[src/rtl/mxbus_pkg.sv]
package mxbus_pkg;

  typedef enum logic [2:0] {
    ST_IDLE = 3'd0,
    ST_T1   = 3'd1,
    ST_T2   = 3'd2,
    ST_T3   = 3'd3,
    ST_TW   = 3'd4,
    ST_T4   = 3'd5
  } bus_st_e;

  localparam logic [2:0] CODE_RD      = 3'b101;
  localparam logic [2:0] CODE_WR      = 3'b110;
  localparam logic [2:0] CODE_PASSIVE = 3'b111;

  // cycle-type code shown during T1 and T2
  function automatic logic [2:0] f_type_code(input logic wr);
    return wr ? CODE_WR : CODE_RD;
  endfunction

  // states in which a strobe is held low
  function automatic logic f_strobe_state(input bus_st_e s);
    return (s == ST_T2) || (s == ST_T3) || (s == ST_TW);
  endfunction

  // states after address time in which the bus is owned
  function automatic logic f_data_state(input bus_st_e s);
    return (s == ST_T2) || (s == ST_T3) || (s == ST_TW) || (s == ST_T4);
  endfunction

  // states whose closing edge samples ready
  function automatic logic f_sample_state(input bus_st_e s);
    return (s == ST_T3) || (s == ST_TW);
  endfunction

  // transfer length in clocks for a given wait count
  function automatic int unsigned f_cycle_len(input int unsigned waits);
    return 4 + waits;
  endfunction

endpackage

[src/rtl/mxbus_fsm.sv]
module mxbus_fsm
  import mxbus_pkg::*;
#(
  parameter int AW = 20,
  parameter int DW = 16,
  localparam int HW = AW - DW
) (
  input  logic          clk,
  input  logic          rst_n,
  input  logic          req_valid,
  input  logic          req_write,
  input  logic [AW-1:0] req_addr,
  input  logic          req_bhe,
  input  logic [HW-1:0] req_hstat,
  input  logic [DW-1:0] req_wdata,
  input  logic          ready,
  output bus_st_e       state,
  output logic          lat_write,
  output logic [AW-1:0] lat_addr,
  output logic          lat_bhe,
  output logic [HW-1:0] lat_hstat,
  output logic [DW-1:0] lat_wdata,
  output logic          req_take,
  output logic          data_end
);

  bus_st_e state_nx;

  assign req_take = (state == ST_IDLE) && req_valid;
  assign data_end = f_sample_state(state) && ready;

  always_comb begin
    state_nx = state;
    unique case (state)
      ST_IDLE: if (req_valid) state_nx = ST_T1;
      ST_T1:   state_nx = ST_T2;
      ST_T2:   state_nx = ST_T3;
      ST_T3:   state_nx = ready ? ST_T4 : ST_TW;
      ST_TW:   state_nx = ready ? ST_T4 : ST_TW;
      ST_T4:   state_nx = ST_IDLE;
      default: state_nx = ST_IDLE;
    endcase
  end

  always_ff @(posedge clk or negedge rst_n) begin
    if (!rst_n) state <= ST_IDLE;
    else        state <= state_nx;
  end

  always_ff @(posedge clk or negedge rst_n) begin
    if (!rst_n) begin
      lat_write <= 1'b0;
      lat_addr  <= '0;
      lat_bhe   <= 1'b0;
      lat_hstat <= '0;
      lat_wdata <= '0;
    end else if (req_take) begin
      lat_write <= req_write;
      lat_addr  <= req_addr;
      lat_bhe   <= req_bhe;
      lat_hstat <= req_hstat;
      lat_wdata <= req_wdata;
    end
  end

endmodule

[src/rtl/mxbus_drive.sv]
module mxbus_drive
  import mxbus_pkg::*;
#(
  parameter int AW = 20,
  parameter int DW = 16,
  localparam int HW = AW - DW
) (
  input  bus_st_e       state,
  input  logic          lat_write,
  input  logic [AW-1:0] lat_addr,
  input  logic          lat_bhe,
  input  logic [HW-1:0] lat_hstat,
  input  logic [DW-1:0] lat_wdata,
  output logic [AW-1:0] ad_out,
  output logic          ad_oe_lo,
  output logic          ad_oe_hi,
  output logic          bhe_o,
  output logic          ale,
  output logic          rd_n,
  output logic          wr_n,
  output logic          den_n,
  output logic          dtr,
  output logic [2:0]    stat,
  output logic          done,
  output logic          req_ready
);

  logic in_t1, in_data, in_strobe, busy;

  assign in_t1     = (state == ST_T1);
  assign in_data   = f_data_state(state);
  assign in_strobe = f_strobe_state(state);
  assign busy      = in_t1 || in_data;

  // shared pins: address in T1, then status nibble and write word
  always_comb begin
    if (in_t1) begin
      ad_out = lat_addr;
    end else begin
      ad_out[AW-1:DW] = lat_hstat;
      ad_out[DW-1:0]  = lat_write ? lat_wdata : '0;
    end
  end

  assign ad_oe_hi  = busy;
  assign ad_oe_lo  = in_t1 || (in_data && lat_write);
  assign bhe_o     = busy ? lat_bhe : 1'b0;
  assign ale       = in_t1;
  assign rd_n      = !(in_strobe && !lat_write);
  assign wr_n      = !(in_strobe && lat_write);
  assign den_n     = !in_data;
  assign dtr       = busy ? lat_write : 1'b1;
  assign stat      = (in_t1 || state == ST_T2) ? f_type_code(lat_write) : CODE_PASSIVE;
  assign done      = (state == ST_T4);
  assign req_ready = (state == ST_IDLE);

endmodule

[src/rtl/mxbus_rdcap.sv]
module mxbus_rdcap #(
  parameter int DW = 16
) (
  input  logic          clk,
  input  logic          rst_n,
  input  logic          data_end,
  input  logic          lat_write,
  input  logic [DW-1:0] ad_in,
  output logic [DW-1:0] rd_data
);

  always_ff @(posedge clk or negedge rst_n) begin
    if (!rst_n)                      rd_data <= '0;
    else if (data_end && !lat_write) rd_data <= ad_in;
  end

endmodule

[src/rtl/mxbus_cycle_ctrl.sv]
module mxbus_cycle_ctrl
  import mxbus_pkg::*;
#(
  parameter int AW = 20,
  parameter int DW = 16,
  localparam int HW = AW - DW
) (
  input  logic          clk,
  input  logic          rst_n,
  input  logic          req_valid,
  input  logic          req_write,
  input  logic [AW-1:0] req_addr,
  input  logic          req_bhe,
  input  logic [HW-1:0] req_hstat,
  input  logic [DW-1:0] req_wdata,
  output logic          req_ready,
  output logic          done,
  output logic [DW-1:0] rd_data,
  input  logic          ready,
  input  logic [DW-1:0] ad_in,
  output logic [AW-1:0] ad_out,
  output logic          ad_oe_lo,
  output logic          ad_oe_hi,
  output logic          bhe_o,
  output logic          ale,
  output logic          rd_n,
  output logic          wr_n,
  output logic          den_n,
  output logic          dtr,
  output logic [2:0]    stat
);

  bus_st_e       state;
  logic          lat_write;
  logic [AW-1:0] lat_addr;
  logic          lat_bhe;
  logic [HW-1:0] lat_hstat;
  logic [DW-1:0] lat_wdata;
  logic          req_take;
  logic          data_end;

  // named events for the checker
  logic st_sample;
  logic st_wait;
  assign st_sample = f_sample_state(state);
  assign st_wait   = (state == ST_TW);

  mxbus_fsm #(.AW(AW), .DW(DW)) u_fsm (
    .clk       (clk),
    .rst_n     (rst_n),
    .req_valid (req_valid),
    .req_write (req_write),
    .req_addr  (req_addr),
    .req_bhe   (req_bhe),
    .req_hstat (req_hstat),
    .req_wdata (req_wdata),
    .ready     (ready),
    .state     (state),
    .lat_write (lat_write),
    .lat_addr  (lat_addr),
    .lat_bhe   (lat_bhe),
    .lat_hstat (lat_hstat),
    .lat_wdata (lat_wdata),
    .req_take  (req_take),
    .data_end  (data_end)
  );

  mxbus_drive #(.AW(AW), .DW(DW)) u_drive (
    .state     (state),
    .lat_write (lat_write),
    .lat_addr  (lat_addr),
    .lat_bhe   (lat_bhe),
    .lat_hstat (lat_hstat),
    .lat_wdata (lat_wdata),
    .ad_out    (ad_out),
    .ad_oe_lo  (ad_oe_lo),
    .ad_oe_hi  (ad_oe_hi),
    .bhe_o     (bhe_o),
    .ale       (ale),
    .rd_n      (rd_n),
    .wr_n      (wr_n),
    .den_n     (den_n),
    .dtr       (dtr),
    .stat      (stat),
    .done      (done),
    .req_ready (req_ready)
  );

  mxbus_rdcap #(.DW(DW)) u_rdcap (
    .clk       (clk),
    .rst_n     (rst_n),
    .data_end  (data_end),
    .lat_write (lat_write),
    .ad_in     (ad_in),
    .rd_data   (rd_data)
  );

endmodule

[config.mk]
export PLATFORM = sky130hd
export DESIGN_NAME = mxbus_cycle_ctrl
export DESIGN_NICKNAME = d
export VERILOG_FILES = /design/src/rtl/mxbus_pkg.sv /design/src/rtl/mxbus_fsm.sv /design/src/rtl/mxbus_drive.sv /design/src/rtl/mxbus_rdcap.sv /design/src/rtl/mxbus_cycle_ctrl.sv
export SDC_FILE = /design/constraint.sdc
export NUM_CORES = 1
export LEC_CHECK = 0
export ABC_AREA = 1
export ABC_CLOCK_PERIOD_IN_PS = 2100
export BUFFER_PORTS_ARGS = -buffer_cell sky130_fd_sc_hd__buf_4
export CAP_MARGIN = 15
export CORE_UTILIZATION = 40
export CTS_CLUSTER_SIZE = 12
export DETAILED_ROUTE_END_ITERATION = 10
export PLACE_DENSITY = 0.67
export SYNTH_ARGS = -nofsm -noshare
export SYNTH_HDL_FRONTEND = slang
export SYNTH_SLANG_ARGS = --single-unit
[constraint.sdc]
create_clock -name clk -period 2.1 [get_ports clk]
set_input_delay 0.21 -clock clk [delete_from_list [all_inputs] [get_ports clk]]
set_output_delay 0.21 -clock clk [all_outputs]
set_load 0.03 [all_outputs]
After elaboration in Yosys (flattened, before gate mapping)
Index checks and enable logic that the tools add are counted.
Operators by class
  reduce and logical (&&, ||, !) cells: 19
  muxes and demuxes: 9
  eq/ne operators: 6
Operator list (count)
  two-way mux 20 bit: 1
  two-way mux 16 bit: 1
  case mux 3 bit (4 select lines): 1
  logical OR 1 bit: 7
  == test 3 x 2 -> 1 bit, second input constant: 2
  == test 3 bit, second input constant: 2
  logical AND 1 bit: 6
  two-way mux 3 bit: 2
  zero test 1 bit: 4
  == test 3 x 1 -> 1 bit, second input constant: 1
  zero test 3 bit: 1
  two-way mux 1 bit: 3
  two-way mux 2 bit: 1
  inequality test 2 bit, second input constant: 1
  OR reduction 2 bit: 1
Word-level totals
  output and inout bits: 49
  bits in registers: 61

Longest topological paths before layout
  depth after elaboration: 6
  gate-level depth with buffers: 7
  depth with buffers taken out: 6

Cells and area by module
A second synthesis with hierarchy kept.
Unflattened totals
  cells, all modules: 360
  area, all modules: 2914.0 um2
Modules (own cells, without submodules)
  mxbus_fsm: area each 1756.7 um2, cells each 195, instances 1
  mxbus_rdcap: area each 684.4 um2, cells each 70, instances 1
  mxbus_drive: area each 473.0 um2, cells each 95, instances 1

Worst setup path before layout
Ideal clock, no wire load.
  kind: reg-to-output
  start: reg u_fsm.state[2]
  end: out dtr
  setup slack: 0.403 ns
  arrival: 1.487 ns
  stages on the path, launching flop included: 4
  path through: dfrtp_1 > buf_4 > o211ai_1 > nand2_1
Between the ends
  cells in the longest elaborated chain, start to end: 6
  elaborated cells on any way between the ends: 10
  those cells by class: 5 x eq/ne; 1 x mux; 4 x reduce/logical
Ends and longest elaborated chain
  start, declared: line mxbus_fsm.sv:17  | output bus_st_e state,
  start signal, assigned: line mxbus_fsm.sv:47  | else state <= state_nx;
  == test 3 x 2 -> 1 bit: line mxbus_pkg.sv:28  | return (s == ST_T2) || (s == ST_T3) || (s == ST_TW) || (s == ST_T4);
  logical OR 1 bit (3 in a row): line mxbus_pkg.sv:28
  logical OR 1 bit *: line mxbus_drive.sv:33  | assign busy = in_t1 || in_data;
  via ad_oe_hi: line mxbus_cycle_ctrl.sv:23  | output logic ad_oe_hi,
  two-way mux 1 bit *: line mxbus_drive.sv:52  | assign dtr = busy ? lat_write : 1'b1;
  end, declared: line mxbus_cycle_ctrl.sv:29  | output logic dtr,
Mark *: on every way through the listed nets, which the timed path passes. The rest lies on a longest branch.

Worst setup path after layout
  start: reg u_fsm.state[2]
  end: out ad_out[0]
Between the ends
  cells in the longest elaborated chain, start to end: 2
Ends and longest elaborated chain
  == test 3 x 1 -> 1 bit: line mxbus_drive.sv:30  | assign in_t1 = (state == ST_T1);
  two-way mux 20 bit: line mxbus_drive.sv:37  | if (in_t1) begin
  end, declared: line mxbus_cycle_ctrl.sv:21  | output logic [AW-1:0] ad_out,
Every way passes these cells.

==> flow_metrics.env <==
export IMPL_status="finished, final reports clean"
export IMPL_detail_route_wl_per_cell_um=13.98
export IMPL_fmax_mhz=523.4
export IMPL_cpPeakStageDelay_ns=0.50
export IMPL_cpMostUsedCell="nand2_1"
export IMPL_viasPerCell=4.835
export IMPL_clock_skew_ns=0.007656
export IMPL_cts_made_buffers=9
export IMPL_ys_types=22
export IMPL_clock_sinks=61
export IMPL_grt_pass1_wl_um=13210
export IMPL_rsz0062_at_grt="no"
export IMPL_cp_required_ns=1.89
export IMPL_vias=2727
export IMPL_drc=0
export IMPL_core_area_um2=6869
export IMPL_io_pin_count=111
export IMPL_antenna_found_initial=0
export IMPL_yosys_area_top_type="dfrtp_1"
export IMPL_synth_flop_cell="dfrtp_1"
export IMPL_netlist_area_um2=2889
export IMPL_synth_top_area_share_pct=52.84
export IMPL_layout_cells_most_common="nand2_1"
export IMPL_overflow=0
export IMPL_grt_max_degree=62
export IMPL_clockRootBuffer="clkbuf_8"
export IMPL_min_period_ns=1.910
export IMPL_ys_ff_latch=61
export IMPL_cts_tree="done"
export IMPL_p_leak_nw=2.224
export IMPL_report_final_slew_viol_count=0
export IMPL_worst_pin_slew_ns=0.7755
export IMPL_synth_nets=422
export IMPL_powerDensity_nw_per_um2=1757
export IMPL_hold_path_class="input pin to flop"
export IMPL_synth_edf_count=0
export IMPL_grt_use_met1_pct=30.17
export IMPL_drtIter0Drc=138
export IMPL_die_w_um=86.99
export IMPL_synthTopCellsByArea="dfrtp_1 (53%), nand2_1 (22%), nand3_1 (10%)"
export IMPL_clk_pin_slew_worst_paths_ns=0.07
export IMPL_track_usage_pct=23.02
export IMPL_setup_violations=0
export IMPL_ir_worst_vdd_mv=0.9771
export IMPL_cp_start_kind="flop"
export IMPL_start_util_pct=42.06
export IMPL_grt_met3_usage_pct=5.308
export IMPL_avgSynthCellArea_um2=8.025
export IMPL_final_hold_violation_count=0
export IMPL_ys_seq_area_share_pct=52.84
export IMPL_critPathSlowestCell="dfrtp_1"
export IMPL_use_met2_pct=37.29
export IMPL_drtAntennaViolNets=0
export IMPL_syn2layout_area_growth_pct=36.55
export IMPL_slew_limit_headroom_pct=48.30
export IMPL_drive_above_1_share_pct=30.56
export IMPL_cts_path_max_buffers=2
export IMPL_critPathArrivalTime_ns=1.70
export IMPL_htreeDepth=3
export IMPL_clock_latency_ns=0.34
export IMPL_place_gp_congestion=0.8626
export IMPL_wl_um=7883
export IMPL_syn_inst=360
export IMPL_grt_pass1_vias=2771
export IMPL_total_power_mw=6.932
export IMPL_fp_dieH_um=86.99
export IMPL_crit_chain="nor2_1, nand2_1, inv_1, buf_4, nand2_1, nand2_1, buf_4"
export IMPL_port_buffers=109
export IMPL_maxCapViolCount=0
export IMPL_drt_pass1_iterations=4
export IMPL_grt_busiest_layer="met2"
export IMPL_place_inst=547
export IMPL_rows=30
export IMPL_yosysWarnings=0
export IMPL_async_reset_ff_share_pct=100.0
export IMPL_design_area_um2=3945
export IMPL_crit_type="flop to primary output"
export IMPL_hpwlAfterDp_um=5458
export IMPL_post_cts_resized=0
export IMPL_final_cell_mix="nand2_1 (173), buf_4 (114), dfrtp_1 (61), nand3_1 (59), nand4_1 (16)"
export IMPL_placed_area_um2=3747
export IMPL_finalCritPeriodShare_pct=90.97
export IMPL_crit_fanout=21
export IMPL_stdcell_count=564
export IMPL_nNetsFinal=525
export IMPL_setup_tns_ns=0
export IMPL_end_kind="primary output"
export IMPL_dieArea_um2=7566
export IMPL_antenna_cells=0
-- cells in the mapped netlist (2+ instances only) --
| master | instances |
|---|---|
| nand2_2 | 2 |
| buf_6 | 5 |
| inv_1 | 6 |
| nor2_2 | 2 |
| nand2_1 | 173 |
| nor2_1 | 3 |
| buf_2 | 9 |
| buf_4 | 4 |
| nand4_1 | 16 |
| clkbuf_1 | 7 |
| nand2_4 | 2 |
| inv_2 | 3 |
| dfrtp_1 | 61 |
| nand3_1 | 59 |
-- cells by family (layout without fill, tap and decap cells) --
kind of cell	count (synthesis)	count (layout)	synth area share, %
compound gates	4	4	0.8660
buf+inv	34	142	6.626
flops	61	61	52.84
other cells	1	1	0.1298
simple gates	260	260	39.54
-- registers in the layout, summed over array words and instances, names as in the netlist --
register	count
u_fsm.lat_wdata	16
u_fsm.lat_bhe	1
u_fsm.lat_write	1
u_fsm.lat_hstat	4
u_fsm.state	3
u_fsm.lat_addr	20
u_rdcap.rd_data	16
-- per-stage QoR --
stage	hold WS (ns)	utilization, %	setup slack [ns]
detailed placement	0.3405	54.55	0.5660
CTS	0.08889	57.43	0.1965
finish	0.09462	57.43	0.1895
global placement	0.3407	54.55	0.5881
global route	0.09803	57.43	0.06083
floorplan	-0.08559	-	0.4031
-- report_power, final --
| part | internal, mW | total (mW) | switching [mW] |
|---|---|---|---|
| Sequential | 1.72 | 2.09 | 0.374 |
| Combinational | 1.34 | 3.85 | 2.51 |
| Clock | 0.524 | 0.984 | 0.461 |
-- worst max-delay path, delay by kind of cell, from the launching register on --
family | cells | cell delay [ns]
DFF | 1 | 0.50
and+or+nand+nor | 4 | 0.39
buffers and inverters | 3 | 0.47
-- area by class of cell --
type | count | area (um^2)
Tap cell | 96 | 120.1
Inverter | 9 | 33.78
Clock buffer | 13 | 168.9
Sequential cell | 61 | 1526
Fill cell | 702 | 2924
Clock inverter | 3 | 18.77
Multi-Input combinational cell | 265 | 1171
Timing Repair Buffer | 117 | 905.9
-- worst paths after layout --
path	end	start	slack [ns]	cells after the start
setup reg to reg	u_rdcap.rd_data[8]	u_fsm.state[2]	0.69	5
hold / removal	u_fsm.lat_addr[9]	req_addr[9]	0.09	3
hold reg to reg	u_rdcap.rd_data[2]	u_rdcap.rd_data[2]	0.47	2
min in group asynchronous	u_fsm.lat_addr[11]	rst_n	0.50	2
setup / recovery	ad_out[0]	u_fsm.state[2]	0.19	7
max in group asynchronous	u_fsm.lat_wdata[6]	rst_n	1.09	2
-- layer usage --
layer  share of wire (%)  up-vias
li1                    -     1357
met1                  44     1259
met2                  47       99
met3                 7.5       12
met4                 1.1        0
met5                   0        -
-- repair_timing --
action / CTS / global route
hold buffers: 1 / 0
hold endpoints to repair: 61 / 0
setup buffers: 0 / 0
(Power assumes the default switching activity.)
